### src/rtl/ext_timer_pkg.sv
package ext_timer_pkg;
  typedef enum logic [1:0] {
    SRC_STOP  = 2'b00,
    SRC_PRESC = 2'b01,
    SRC_RISE  = 2'b10,
    SRC_FALL  = 2'b11
  } clk_src_e;
endpackage

### src/rtl/ext_pin_sampler.sv
module ext_pin_sampler #(
  parameter int SYNC_STAGES = 1
) (
  input  logic clk_i,
  input  logic rst_ni,
  input  logic pin_i,
  output logic rise_o,
  output logic fall_o
);
  logic              cap_q;
  logic [SYNC_STAGES-1:0] sync_q;
  logic              prev_q;
  logic              rise_q, fall_q;

  // half-cycle capture: holds the pin value sampled mid-cycle
  always_ff @(negedge clk_i or negedge rst_ni) begin
    if (!rst_ni) cap_q <= 1'b0;
    else         cap_q <= pin_i;
  end

  genvar g;
  generate
    for (g = 0; g < SYNC_STAGES; g++) begin : g_sync
      if (g == 0) begin : g_first
        always_ff @(posedge clk_i or negedge rst_ni) begin
          if (!rst_ni) sync_q[0] <= 1'b0;
          else         sync_q[0] <= cap_q;
        end
      end else begin : g_next
        always_ff @(posedge clk_i or negedge rst_ni) begin
          if (!rst_ni) sync_q[g] <= 1'b0;
          else         sync_q[g] <= sync_q[g-1];
        end
      end
    end
  endgenerate

  always_ff @(posedge clk_i or negedge rst_ni) begin
    if (!rst_ni) begin
      prev_q <= 1'b0;
      rise_q <= 1'b0;
      fall_q <= 1'b0;
    end else begin
      prev_q <= sync_q[SYNC_STAGES-1];
      rise_q <= sync_q[SYNC_STAGES-1] & ~prev_q;
      fall_q <= ~sync_q[SYNC_STAGES-1] & prev_q;
    end
  end

  assign rise_o = rise_q;
  assign fall_o = fall_q;
endmodule

### src/rtl/ext_tick_select.sv
module ext_tick_select
  import ext_timer_pkg::*;
(
  input  logic [1:0] clk_sel_i,
  input  logic       presc_tick_i,
  input  logic       rise_i,
  input  logic       fall_i,
  output logic       tick_o
);
  always_comb begin
    unique case (clk_src_e'(clk_sel_i))
      SRC_PRESC: tick_o = presc_tick_i;
      SRC_RISE:  tick_o = rise_i;
      SRC_FALL:  tick_o = fall_i;
      default:   tick_o = 1'b0;
    endcase
  end
endmodule

### src/rtl/ext_count_core.sv
module ext_count_core #(
  parameter int WIDTH = 8
) (
  input  logic             clk_i,
  input  logic             rst_ni,
  input  logic             tick_i,
  input  logic             clr_on_match_i,
  input  logic [WIDTH-1:0] top_val_i,
  input  logic             wr_en_i,
  input  logic [WIDTH-1:0] wr_data_i,
  input  logic             ovf_clr_i,
  input  logic             match_clr_i,
  output logic [WIDTH-1:0] count_o,
  output logic             top_hit_o,
  output logic             ovf_o,
  output logic             match_o
);
  localparam logic [WIDTH-1:0] CNT_MAX = {WIDTH{1'b1}};

  logic [WIDTH-1:0] cnt_q;
  logic             hit_q, ovf_q, match_q;
  logic             adv, at_top, at_max, ovf_set, match_set;

  assign adv       = tick_i & ~wr_en_i;
  assign at_top    = (cnt_q == top_val_i);
  assign at_max    = (cnt_q == CNT_MAX);
  assign ovf_set   = adv & at_max;
  assign match_set = adv & clr_on_match_i & at_top;

  always_ff @(posedge clk_i or negedge rst_ni) begin
    if (!rst_ni) begin
      cnt_q <= '0;
      hit_q <= 1'b0;
    end else if (wr_en_i) begin
      cnt_q <= wr_data_i;
      hit_q <= 1'b0;
    end else if (tick_i) begin
      cnt_q <= (clr_on_match_i && at_top) ? '0 : cnt_q + 1'b1;
      hit_q <= at_top;
    end else begin
      hit_q <= 1'b0;
    end
  end

  // set beats clear
  always_ff @(posedge clk_i or negedge rst_ni) begin
    if (!rst_ni) begin
      ovf_q   <= 1'b0;
      match_q <= 1'b0;
    end else begin
      ovf_q   <= ovf_set   | (ovf_q   & ~ovf_clr_i);
      match_q <= match_set | (match_q & ~match_clr_i);
    end
  end

  assign count_o   = cnt_q;
  assign top_hit_o = hit_q;
  assign ovf_o     = ovf_q;
  assign match_o   = match_q;

  a_r8_write_load: assert property (@(posedge clk_i) disable iff (!rst_ni)
    wr_en_i |=> (count_o == $past(wr_data_i)) && !top_hit_o);
  a_r6_wrap_ovf: assert property (@(posedge clk_i) disable iff (!rst_ni)
    (tick_i && !wr_en_i && !clr_on_match_i && count_o == CNT_MAX) |=> (count_o == '0) && ovf_o);
  a_r7_ctc_restart: assert property (@(posedge clk_i) disable iff (!rst_ni)
    (tick_i && !wr_en_i && clr_on_match_i && count_o == top_val_i) |=> (count_o == '0) && match_o && top_hit_o);
  a_r9_ovf_sticky: assert property (@(posedge clk_i) disable iff (!rst_ni)
    (ovf_o && !ovf_clr_i) |=> ovf_o);
  a_r9_match_sticky: assert property (@(posedge clk_i) disable iff (!rst_ni)
    (match_o && !match_clr_i) |=> match_o);
  a_r7_hit_single: assert property (@(posedge clk_i) disable iff (!rst_ni)
    (top_hit_o && !tick_i) |=> !top_hit_o);
endmodule

### src/rtl/ext_timer.sv
module ext_timer #(
  parameter int WIDTH       = 8,
  parameter int SYNC_STAGES = 1
) (
  input  logic             clk_i,
  input  logic             rst_ni,
  input  logic             pin_i,
  input  logic             presc_tick_i,
  input  logic [1:0]       clk_sel_i,
  input  logic             clr_on_match_i,
  input  logic [WIDTH-1:0] top_val_i,
  input  logic             wr_en_i,
  input  logic [WIDTH-1:0] wr_data_i,
  input  logic             ovf_clr_i,
  input  logic             match_clr_i,
  output logic [WIDTH-1:0] count_o,
  output logic             top_hit_o,
  output logic             ovf_irq_o,
  output logic             match_flag_o
);
  logic rise, fall, tick;

  ext_pin_sampler #(.SYNC_STAGES(SYNC_STAGES)) u_sampler (
    .clk_i  (clk_i),
    .rst_ni (rst_ni),
    .pin_i  (pin_i),
    .rise_o (rise),
    .fall_o (fall)
  );

  ext_tick_select u_select (
    .clk_sel_i    (clk_sel_i),
    .presc_tick_i (presc_tick_i),
    .rise_i       (rise),
    .fall_i       (fall),
    .tick_o       (tick)
  );

  ext_count_core #(.WIDTH(WIDTH)) u_core (
    .clk_i          (clk_i),
    .rst_ni         (rst_ni),
    .tick_i         (tick),
    .clr_on_match_i (clr_on_match_i),
    .top_val_i      (top_val_i),
    .wr_en_i        (wr_en_i),
    .wr_data_i      (wr_data_i),
    .ovf_clr_i      (ovf_clr_i),
    .match_clr_i    (match_clr_i),
    .count_o        (count_o),
    .top_hit_o      (top_hit_o),
    .ovf_o          (ovf_irq_o),
    .match_o        (match_flag_o)
  );

  a_r2_stop_hold: assert property (@(posedge clk_i) disable iff (!rst_ni)
    (clk_sel_i == 2'b00 && !wr_en_i) |=> $stable(count_o));
  a_r3_presc_step: assert property (@(posedge clk_i) disable iff (!rst_ni)
    (clk_sel_i == 2'b01 && presc_tick_i && !wr_en_i && !clr_on_match_i)
      |=> count_o == $past(count_o) + 1'b1);
endmodule

### config.mk
export PLATFORM = sky130hd
export DESIGN_NAME = ext_timer
export DESIGN_NICKNAME = d
export VERILOG_FILES = /design/src/rtl/ext_timer_pkg.sv /design/src/rtl/ext_pin_sampler.sv /design/src/rtl/ext_tick_select.sv /design/src/rtl/ext_count_core.sv /design/src/rtl/ext_timer.sv
export SDC_FILE = /design/constraint.sdc
export NUM_CORES = 1
export LEC_CHECK = 0
export BUFFER_PORTS_ARGS = -buffer_cell sky130_fd_sc_hd__buf_2
export CORE_MARGIN = 3
export CORE_UTILIZATION = 45
export CTS_CLUSTER_SIZE = 16
export DETAILED_ROUTE_END_ITERATION = 12
export PLACE_DENSITY = 0.75
export REMOVE_ABC_BUFFERS = 1
export SYNTH_ARGS = -nofsm -noshare
export SYNTH_HDL_FRONTEND = slang
export SYNTH_HIERARCHICAL = 1
export SYNTH_SLANG_ARGS = --single-unit
export TNS_END_PERCENT = 10
### constraint.sdc
create_clock -name clk_i -period 1.5 [get_ports clk_i]
set_input_delay 0.15 -clock clk_i [delete_from_list [all_inputs] [get_ports clk_i]]
set_output_delay 0.15 -clock clk_i [all_outputs]
set_load 0.05 [all_outputs]
Word level (Yosys, flattened, before mapping)
Index checks and enable logic that the tools add are counted.

Bits of input ports: 26. Memory bits (read-only): 0. Bits in latches: 0. Memories kept: 0. Bits in writable memories: 0. Bits in registers: 16. Output and inout port bits: 11.

Equal/unequal tests: 5. Order comparisons: 0. Divide/modulo/power cells: 0. Multiply operators: 0. Bitwise gates (word level): 15. Add/subtract/negate cells: 1. Reductions and logical operators: 2. Shifts and indexed selects: 0. Multiplexer cells: 6.

Operator list (count): 2-to-1 mux 8 bit (3); adder 8 x 1 -> 8 bit (second input constant) (1); bitwise AND 1 bit (8); equality test 8 bit (1); equality test 8 bit (second input constant) (1); inverter 1 bit (5); equality test 2 bit (second input constant) (2); case mux 1 bit (3 select lines) (1); equality test 2 x 1 -> 1 bit (second input constant) (1); 2-to-1 mux 1 bit (2); OR 1 bit (2); nonzero test 2 bit (1); logical AND 1 bit (1).

Longest topological paths before layout
Gate-level depths: netlist of run 1.

Word-level depth: 6. Depth in mapped cells: 7.

Hierarchy
The synthesis of run 1 kept the hierarchy.

By module, submodules not included: ext_count_core (instances 1, cells an instance 86, area an instance 742.0 um^2); ext_pin_sampler (instances 1, cells an instance 7, area an instance 140.1 um^2); ext_tick_select (instances 1, cells an instance 3, area an instance 23.8 um^2).

==> results of run 1 <==
registers in the layout, indices dropped and copies added, names as in the netlist:
name,count
u_core/count_o,8
u_core/match_o,1
u_core/ovf_o,1
u_core/top_hit_o,1
u_sampler/cap_q,1
u_sampler/fall_o,1
u_sampler/prev_q,1
u_sampler/rise_o,1
u_sampler/sync_q,1
repair_timing:
| item | in CTS | in global routing |
|---|---|---|
| buffers inserted | 0 | 3 |
| resized for setup | 1 | 2 |
| hold buffers | 1 | 0 |
| pin swaps | 0 | 3 |
| cloned | 0 | 0 |
| setup endpoints to repair | 5 | 9 |
| hold endpoints to repair | 15 | 0 |
cell usage after synthesis (all sizes together), types with 2 or more instances:
cell type	n
dfrtp	15
nand2	11
nor2	9
o21ai	9
xor2	6
nand4	5
buf	4
a22oi	3
inv	3
nor2b	3
a21oi	2
and3	2
clkbuf	2
mux2i	2
nand3	2
o211ai	2
xnor2	2
layout make-up:
cell class	instances	area share
Multi-Input combinational cell	71	0.375
Sequential cell	16	0.320
Timing Repair Buffer	52	0.242
Clock buffer	4	0.0290
Tap cell	25	0.0250
Inverter	3	0.00900
worst max path at each step:
| stage | end | startpoint | slack (ns) |
|---|---|---|---|
| 6_report | u_core/count_o[6] | u_core/count_o[0] | -0.05 |
| 3_5_place_dp | u_core/count_o[1] | u_core/count_o[0] | -0.009 |
| 3_3_place_gp | u_core/count_o[1] | u_core/count_o[1] | 0.06 |
| 4_1_cts | u_core/count_o[6] | u_sampler/fall_o | 0.002 |
| 2_1_floorplan | u_core/count_o[7] | u_core/count_o[2] | -0.25 |
| 5_1_grt | u_core/count_o[6] | u_sampler/fall_o | -0.15 |
layer usage:
metal | wire (um) | global-route usage | share of wire
met1 | 1050 | 0.228 | 0.41
met3 | 148 | 0.0350 | 0.058
met4 | 34 | 0.0717 | 0.013
met5 | 0 | 0 | 0
met2 | 1300 | 0.352 | 0.51
placed cells by master, fill, tap and decap left out, types with 2 or more instances in the layout:
cell type / instances
buf_2: 36
buf_4: 15
dfrtp_1: 15
nand2_1: 11
xor2_1: 6
nor2_1: 6
o21ai_1: 6
nand4_1: 4
clkbuf_4: 3
inv_1: 3
nor2_2: 3
nor2b_1: 3
o21ai_0: 3
a22oi_1: 3
xnor2_2: 2
and3_1: 2
nand3_1: 2
a21oi_1: 2
o211ai_1: 2
mux2i_1: 2
cells by family (layout without fill, tap and decap cells):
group | count (synthesis) | in the layout | share of synthesized area
flip-flops | 16 | 16 | 0.442
XOR/XNOR | 8 | 8 | 0.0774
adder cells (fa/ha/maj) | 1 | 1 | 0.0138
AO/OA/AOI/OAI | 22 | 22 | 0.166
multiplexers | 2 | 2 | 0.0221
buffers and inverters | 9 | 59 | 0.0594
AND/OR/NAND/NOR | 38 | 38 | 0.220
metrics by stage:
step / utilization / cells / hold WS [ns]
floorplan: - / 90 / -0.146
global placement: 0.640 / 163 / 0.115
detailed placement: 0.640 / 163 / 0.126
CTS: 0.667 / 168 / 0.0340
global route: 0.687 / 171 / 0.0370
finish: 0.687 / 171 / 0.0376
where the power goes:
group | total, mW | leakage [nW] | switching [mW] | internal, mW
Combinational | 0.357 | 0.404 | 0.219 | 0.137
Sequential | 0.481 | 0.200 | 0.0212 | 0.460
Clock | 0.293 | 0.0210 | 0.145 | 0.148
Total | 1.13 | 0.625 | 0.386 | 0.745
worst max-delay path, cell delays in order, from the launching register on:
cell and delay [ns]:
dfrtp_1 0.40, buf_4 0.15, ha_1 0.19, nand4_1 0.17, nor4_1 0.35, a22oi_1 0.12, o21ai_1 0.11
==> flow_summary.ini, run 1 <==
[place]
portBuffers = 36
hpwlAfterDp_um = 1880
placed_area_um2 = 1160
gp_congestion = 0.831
place_ws_ns = -0.00904

[logic_synthesis]
synth_top_area_frac = 0.414
synth_edf_count = 0
synth-seq-cells = 16
ys_async_sr_fraction = 1.00
yosys-top-cells-area = dfrtp_1 41%, xor2_1 5.8%, nand2_1 4.6%
seq_area_frac_synth = 0.442
syn-instance-count = 96
ys_types = 36
yosysTopAreaCell = dfrtp_1
avgSynthCellArea_um2 = 9.44
netlist_area_um2 = 906
synthFlopType = dfrtp_1
yosys_warnings = 6

[clock_network]
insertion_delay_ns = 0.29
cts_max_level = 1
cts_num_sinks = 16
cts_buffers = 3
clkTransAtPathRegs_ns = 0.10
clock_path_buffers = 2
cts_tree = yes
cts_root_buf = clkbuf_4

[final_layout]
syn2layout_area_growth_pct = 38.1
diodes = 0
final_area_um2 = 1250
finalNetCount = 174
ff_latch_area_um2 = 400
multi_input_area_um2 = 469
drive_gt1_frac = 0.438
fill_cells = 139

[global_routing]
grt_pass1_wl_um = 3730
antenna_found_initial = 0
grt_usage = 0.195
grt_max_degree = 18
grt_pass1_vias = 876
grt-ovfl-total = 0

[job]
drv_cap = 0

[power_and_ir_drop]
peakVddDrop_uv = 590
leakage_nw = 0.625
p_total_mw = 1.13
power-per-cell-area_nw_per_um2 = 904

[route]
viasPerCell = 5.40
drc = 0
drtIter0Drc = 36
drt-total-wl_um = 2530
wire_per_inst_um = 14.8
vias = 924
dr.pass1.iters = 4
drtAntennaViolNets = 0

[setup_path]
cp-start-kind = flip-flop
r2r-start = u_core/count_o[0]
crit_required_ns = 1.71
worst_r2r_endpoint = u_core/count_o[6]
end_kind = flip-flop
rrSetupSlack_ns = -0.05
critical_path_arrival_ns = 1.76
path_class = reg -> reg
ff2ff_path_depth = 6
cp_max_fo = 5

[worst_hold_path]
hp-class = in -> reg
hold_end = u_core/ovf_o
hold_start = ovf_clr_i
hold_depth = 2

[sta]
fin_crit_ns = 1.55
slew_violations = 0
skew_ns = 0.00378
rsz0062_at_grt = true
min_period_over_period = 1.03
max_freq_mhz = 644
worst_slew_pin_slew_ns = 0.288
setup_viol = 1
hold_violations = 0
tns_ns = -0.0517
setup_slack_ns = -0.0517
relSlewSlack = 0.808

[floorplanning]
rows = 15
io-pin-count = 37
dieArea_um2 = 2590
dieHeight_um = 50.9
die_w_um = 50.9
fp.coreArea_um2 = 1820
start_util = 0.498

[outcome]
violations = setup timing
run_status = complete, but fails checks
No activity file was read; power rests on OpenSTA's default activity.
==> run 2, diff against run 1 <==
ABC_CLOCK_PERIOD_IN_PS = 1500   (was not set)
SKIP_CTS_REPAIR_TIMING = 1   (was not set)
==> flow_summary.ini, run 2 (synthesis results as in run 1) <==
[outcome]
run_status = complete, but fails checks
violations = setup timing

[floorplanning]
start_util = 0.498
dieHeight_um = 50.9
die_w_um = 50.9
fp.coreArea_um2 = 1820
io-pin-count = 37
dieArea_um2 = 2590
rows = 15

[final_layout]
diodes = 0
ff_latch_area_um2 = 400
syn2layout_area_growth_pct = 38.1
fill_cells = 139
layout_common_cells = 36 x buf_2, 15 x buf_4, 15 x dfrtp_1, 11 x nand2_1
finalNetCount = 174
final_common_cell = buf_2
post-route-util = 0.687
largest_register_ffs = 8
multi_input_area_um2 = 469
drive_gt1_frac = 0.438

[route]
dr.pass1.iters = 4
wire_per_inst_um = 14.9
wl_met3_um = 125
drtAntennaViolNets = 0
top_layer_used = met4
vias = 923
drt-total-wl_um = 2550
drt-met1-wl_um = 1090
viasPerCell = 5.40
wl_met2_um = 1280
drc = 0
drtIter0Drc = 18

[setup_path]
max_stage_delay_ns = 0.40
critical_path_arrival_ns = 1.75
rrSetupSlack_ns = -0.04
cp-start-kind = flip-flop
path_cells = buf_4 > ha_1 > nand4_1 > nor4_1 > a22oi_1 > o21ai_1
path_depth = 6
critPathLaunch = u_core/count_o[0]
critPathSlowestCell = dfrtp_1
crit_buf_inv = 1
r2r-start = u_core/count_o[0]
crit_required_ns = 1.71
end_kind = flip-flop
path_delay_family = simple AND/OR/NAND/NOR gates
worst_r2r_endpoint = u_core/count_o[6]
crit_end = u_core/count_o[6]
cp_max_fo = 5
path_class = reg -> reg
ff2ff_path_depth = 6

[sta]
skew_ns = 0.0135
max_freq_mhz = 649
slew_violations = 0
rsz0062_at_grt = true
fin_crit_ns = 1.54
setup_slack_ns = -0.0410
worst_slew_pin_slew_ns = 0.292
min_period_over_period = 1.03
tns_ns = -0.0410
hold_violations = 0
setup_viol = 1
relSlewSlack = 0.805

[global_routing]
grt_pass1_wl_um = 3700
grt_max_degree = 18
antenna_found_initial = 0
grt_usage = 0.194
grt-ovfl-total = 0
grt_pass1_vias = 866

[clock_network]
cts_tree = yes
cts_max_level = 1
cts_num_sinks = 16
insertion_delay_ns = 0.30
clkTransAtPathRegs_ns = 0.11
clock_path_buffers = 2
cts_buffers = 3
cts_root_buf = clkbuf_4

[worst_hold_path]
hold_depth = 2
hp-class = in -> reg

[place]
portBuffers = 36
gp_congestion = 0.831
hpwlAfterDp_um = 1880

[job]
drv_cap = 0

[power_and_ir_drop]
power-per-cell-area_nw_per_um2 = 905
peakVddDrop_uv = 583
leakage_nw = 0.625
run 2: area by class of cell:
cell class / count / share of cell area
clock buffer: 4 / 0.0290
sequential: 16 / 0.320
multi-input combinational: 71 / 0.375
timing repair buffer: 52 / 0.242
tap: 25 / 0.0250
inverter: 3 / 0.00900
run 2: worst register-to-register path: cells and delay by family, from the launching register on:
kind,cells,cell delay [ns]
adder cells (fa/ha/maj),1,0.19
flip-flops,1,0.40
buffers and inverters,1,0.14
AND/OR/NAND/NOR,2,0.51
AO/OA/AOI/OAI,2,0.21
run 2: worst min-delay path by stage:
stage / endpoint / start / slack [ns]
floorplan: u_core/count_o[0] / rst_ni / -0.15
global placement: u_core/count_o[0] / rst_ni / 0.12
detailed placement: u_core/count_o[0] / rst_ni / 0.13
CTS: u_core/count_o[0] / rst_ni / -0.19
global route: u_core/match_o / match_clr_i / 0.03
finish: u_core/ovf_o / ovf_clr_i / 0.04
run 2: where the power goes:
group	internal (mW)	total (mW)	switching [mW]
logic	0.137	0.356	0.219
clock network	0.148	0.295	0.147
registers	0.460	0.481	0.0218
run 2: per-stage QoR:
stage	instance area, um2	setup slack, ns	cells	hold slack [ns]	power [mW]
6_report	1250	-0.0410	171	0.0377	1.13
5_1_grt	1250	-0.163	171	0.0279	1.18
3_3_place_gp	1160	0.0580	163	0.115	0.811
3_5_place_dp	1160	-0.00904	163	0.126	0.824
4_1_cts	1200	-0.0278	167	-0.191	1.11
2_1_floorplan	863	-0.249	90	-0.146	0.680
run 2: metal layers:
metal	GRT usage	up-vias
li1	-	439
met1	0.227	442
met2	0.350	35
met3	0.0350	7
met4	0.0717	0
met5	0	-
==> run 3, diff against run 2 <==
ABC_AREA = 1   (was not set)
PLACE_DENSITY = 0.74   (was 0.75)
SETUP_SLACK_MARGIN = 0.15   (was not set)
==> flow_summary.ini, run 3 <==
[outcome]
run_status = completed

[clock_network]
cts_buffers = 3
cts_num_sinks = 16
clkTransAtPathRegs_ns = 0.10
insertion_delay_ns = 0.28
cts_tree = yes
cts_max_level = 1
clock_path_buffers = 2
cts_root_buf = clkbuf_4

[floorplanning]
dieArea_um2 = 2730
rows = 16
dieHeight_um = 52.2
io-pin-count = 37
start_util = 0.485
die_w_um = 52.2
fp.coreArea_um2 = 1980

[worst_hold_path]
hp-class = in -> reg
hold_start = ovf_clr_i
hold_depth = 2

[setup_path]
path_class = reg -> reg
cp-start-kind = flip-flop
r2r-start = u_core/count_o[0]
crit_required_ns = 1.68
critPathLaunch = u_core/count_o[0]
cp_max_fo = 6
critical_path_arrival_ns = 1.51
ff2ff_path_depth = 7
end_kind = flip-flop

[route]
dr.pass1.iters = 4
viasPerCell = 4.90
drc = 0
vias = 917
drt-total-wl_um = 2360
wire_per_inst_um = 12.6
drtAntennaViolNets = 0
drtIter0Drc = 23

[logic_synthesis]
ys_async_sr_fraction = 1.00
synth.most_common_cell = nand2_1
synth-seq-cells = 16
avgSynthCellArea_um2 = 8.36
ys_types = 23
syn-instance-count = 115
seq_area_frac_synth = 0.417
yosys_warnings = 6
yosys-top-cells-area = dfrtp_1 39%, nand2_1 11%, inv_1 7.4%
yosysTopAreaCell = dfrtp_1
synth_edf_count = 0
synth_commonest_cells = 27 x nand2_1, 19 x inv_1, 15 x dfrtp_1
synthFlopType = dfrtp_1
synth_top_area_frac = 0.391
netlist_area_um2 = 961

[sta]
setup_viol = 0
hold_violations = 0
holdWs_ns = 0.0452
min_period_over_period = 0.887
rsz0062_at_grt = true
skew_ns = 0.00205
setup_slack_ns = 0.170
fin_crit_ns = 1.33
slew_violations = 0
relSlewSlack = 0.829
worst_slew_pin_slew_ns = 0.256
max_freq_mhz = 752

[final_layout]
final_common_cell = buf_2
stdcell_count = 187
layout_common_cells = 36 x buf_2, 26 x nand2_1, 19 x inv_1, 12 x nand3_1, 10 x dfrtp_1
post-route-util = 0.648
largest_register_ffs = 8
drive_gt1_frac = 0.413
finalNetCount = 188
diodes = 0
fill_cells = 168
syn2layout_area_growth_pct = 33.6

[global_routing]
grt_pass1_wl_um = 3670
grt_pass1_vias = 900
antenna_found_initial = 0
grt_usage = 0.182
grt_max_degree = 16
grt-ovfl-total = 0

[place]
portBuffers = 36
place_ws_ns = 0.155
gp_congestion = 0.846
dp_cells = 179
hpwlAfterDp_um = 1670

[power_and_ir_drop]
peakVddDrop_uv = 695
leakage_nw = 0.670
p_total_mw = 1.19
power-per-cell-area_nw_per_um2 = 924

[job]
drv_cap = 0
## run 3: cell types whose count changed after synthesis, sizes merged, moves of 3 or more
cell   before  now
a22oi       3    8
inv         3   20
nand2      11   29
nand3       2   16
nand4       5    1
nor2b       3    0
o21ai       9    1
xnor2       2    5
## run 3: per-layer routing
metal | up-vias | global-route usage | routed length (um)
met5 | - | 0 | 0
met4 | 0 | 0.0809 | 39
met3 | 4 | 0.0456 | 164
met2 | 39 | 0.295 | 1170
met1 | 416 | 0.228 | 983
li1 | 458 | - | -
## run 3: kinds of logic (layout without fill, tap and decap cells)
family / after synthesis / count (layout) / share of synthesized area
xor+xnor: 10 / 10 / 0.0911
compound gates: 10 / 10 / 0.0807
buf+inv: 23 / 67 / 0.103
fa+ha+maj: 1 / 1 / 0.0130
simple gates: 55 / 56 / 0.296
flops: 16 / 16 / 0.417
## run 3: worst paths after layout
| path | end | slack [ns] |
|---|---|---|
| hold / removal | u_core/ovf_o | 0.05 |
| min in group asynchronous | u_core/count_o[6] | 0.37 |
| hold reg to reg | u_sampler/prev_q | 0.42 |
| setup / recovery | u_core/count_o[6] | 0.17 |
| setup reg to reg | u_core/count_o[6] | 0.17 |
| max in group asynchronous | u_sampler/cap_q | 0.56 |
## run 3: layout make-up
cell class                      count  area [um2]  share of cell area
Clock buffer                        4        36.3              0.0283
Sequential cell                    16         407               0.317
Timing Repair Buffer               42         228               0.177
Tap cell                           27        33.8              0.0263
Multi-Input combinational cell     77         499               0.389
Inverter                           21        80.1              0.0624
## run 3: report_power, final
group | switching [mW] | total, mW | internal (mW) | leakage [nW]
clock network | 0.141 | 0.288 | 0.148 | 0.0210
registers | 0.0543 | 0.522 | 0.467 | 0.194
logic | 0.240 | 0.376 | 0.137 | 0.455
## run 3: critical path, stage by stage, from the launching register on
cell	delay, ns
dfrtp_2	0.45
ha_4	0.16
nand3_2	0.07
nor2_1	0.14
nand2_1	0.10
xor2_1	0.17
nand3_1	0.08
nand2_1	0.05
## run 3: stage by stage
stage | cell area, um2 | setup TNS (ns)
after floorplan | 942 | -0.200
after global placement | 1180 | 0
after detailed placement | 1180 | 0
after CTS | 1210 | 0
after global routing | 1280 | 0
final | 1280 | 0
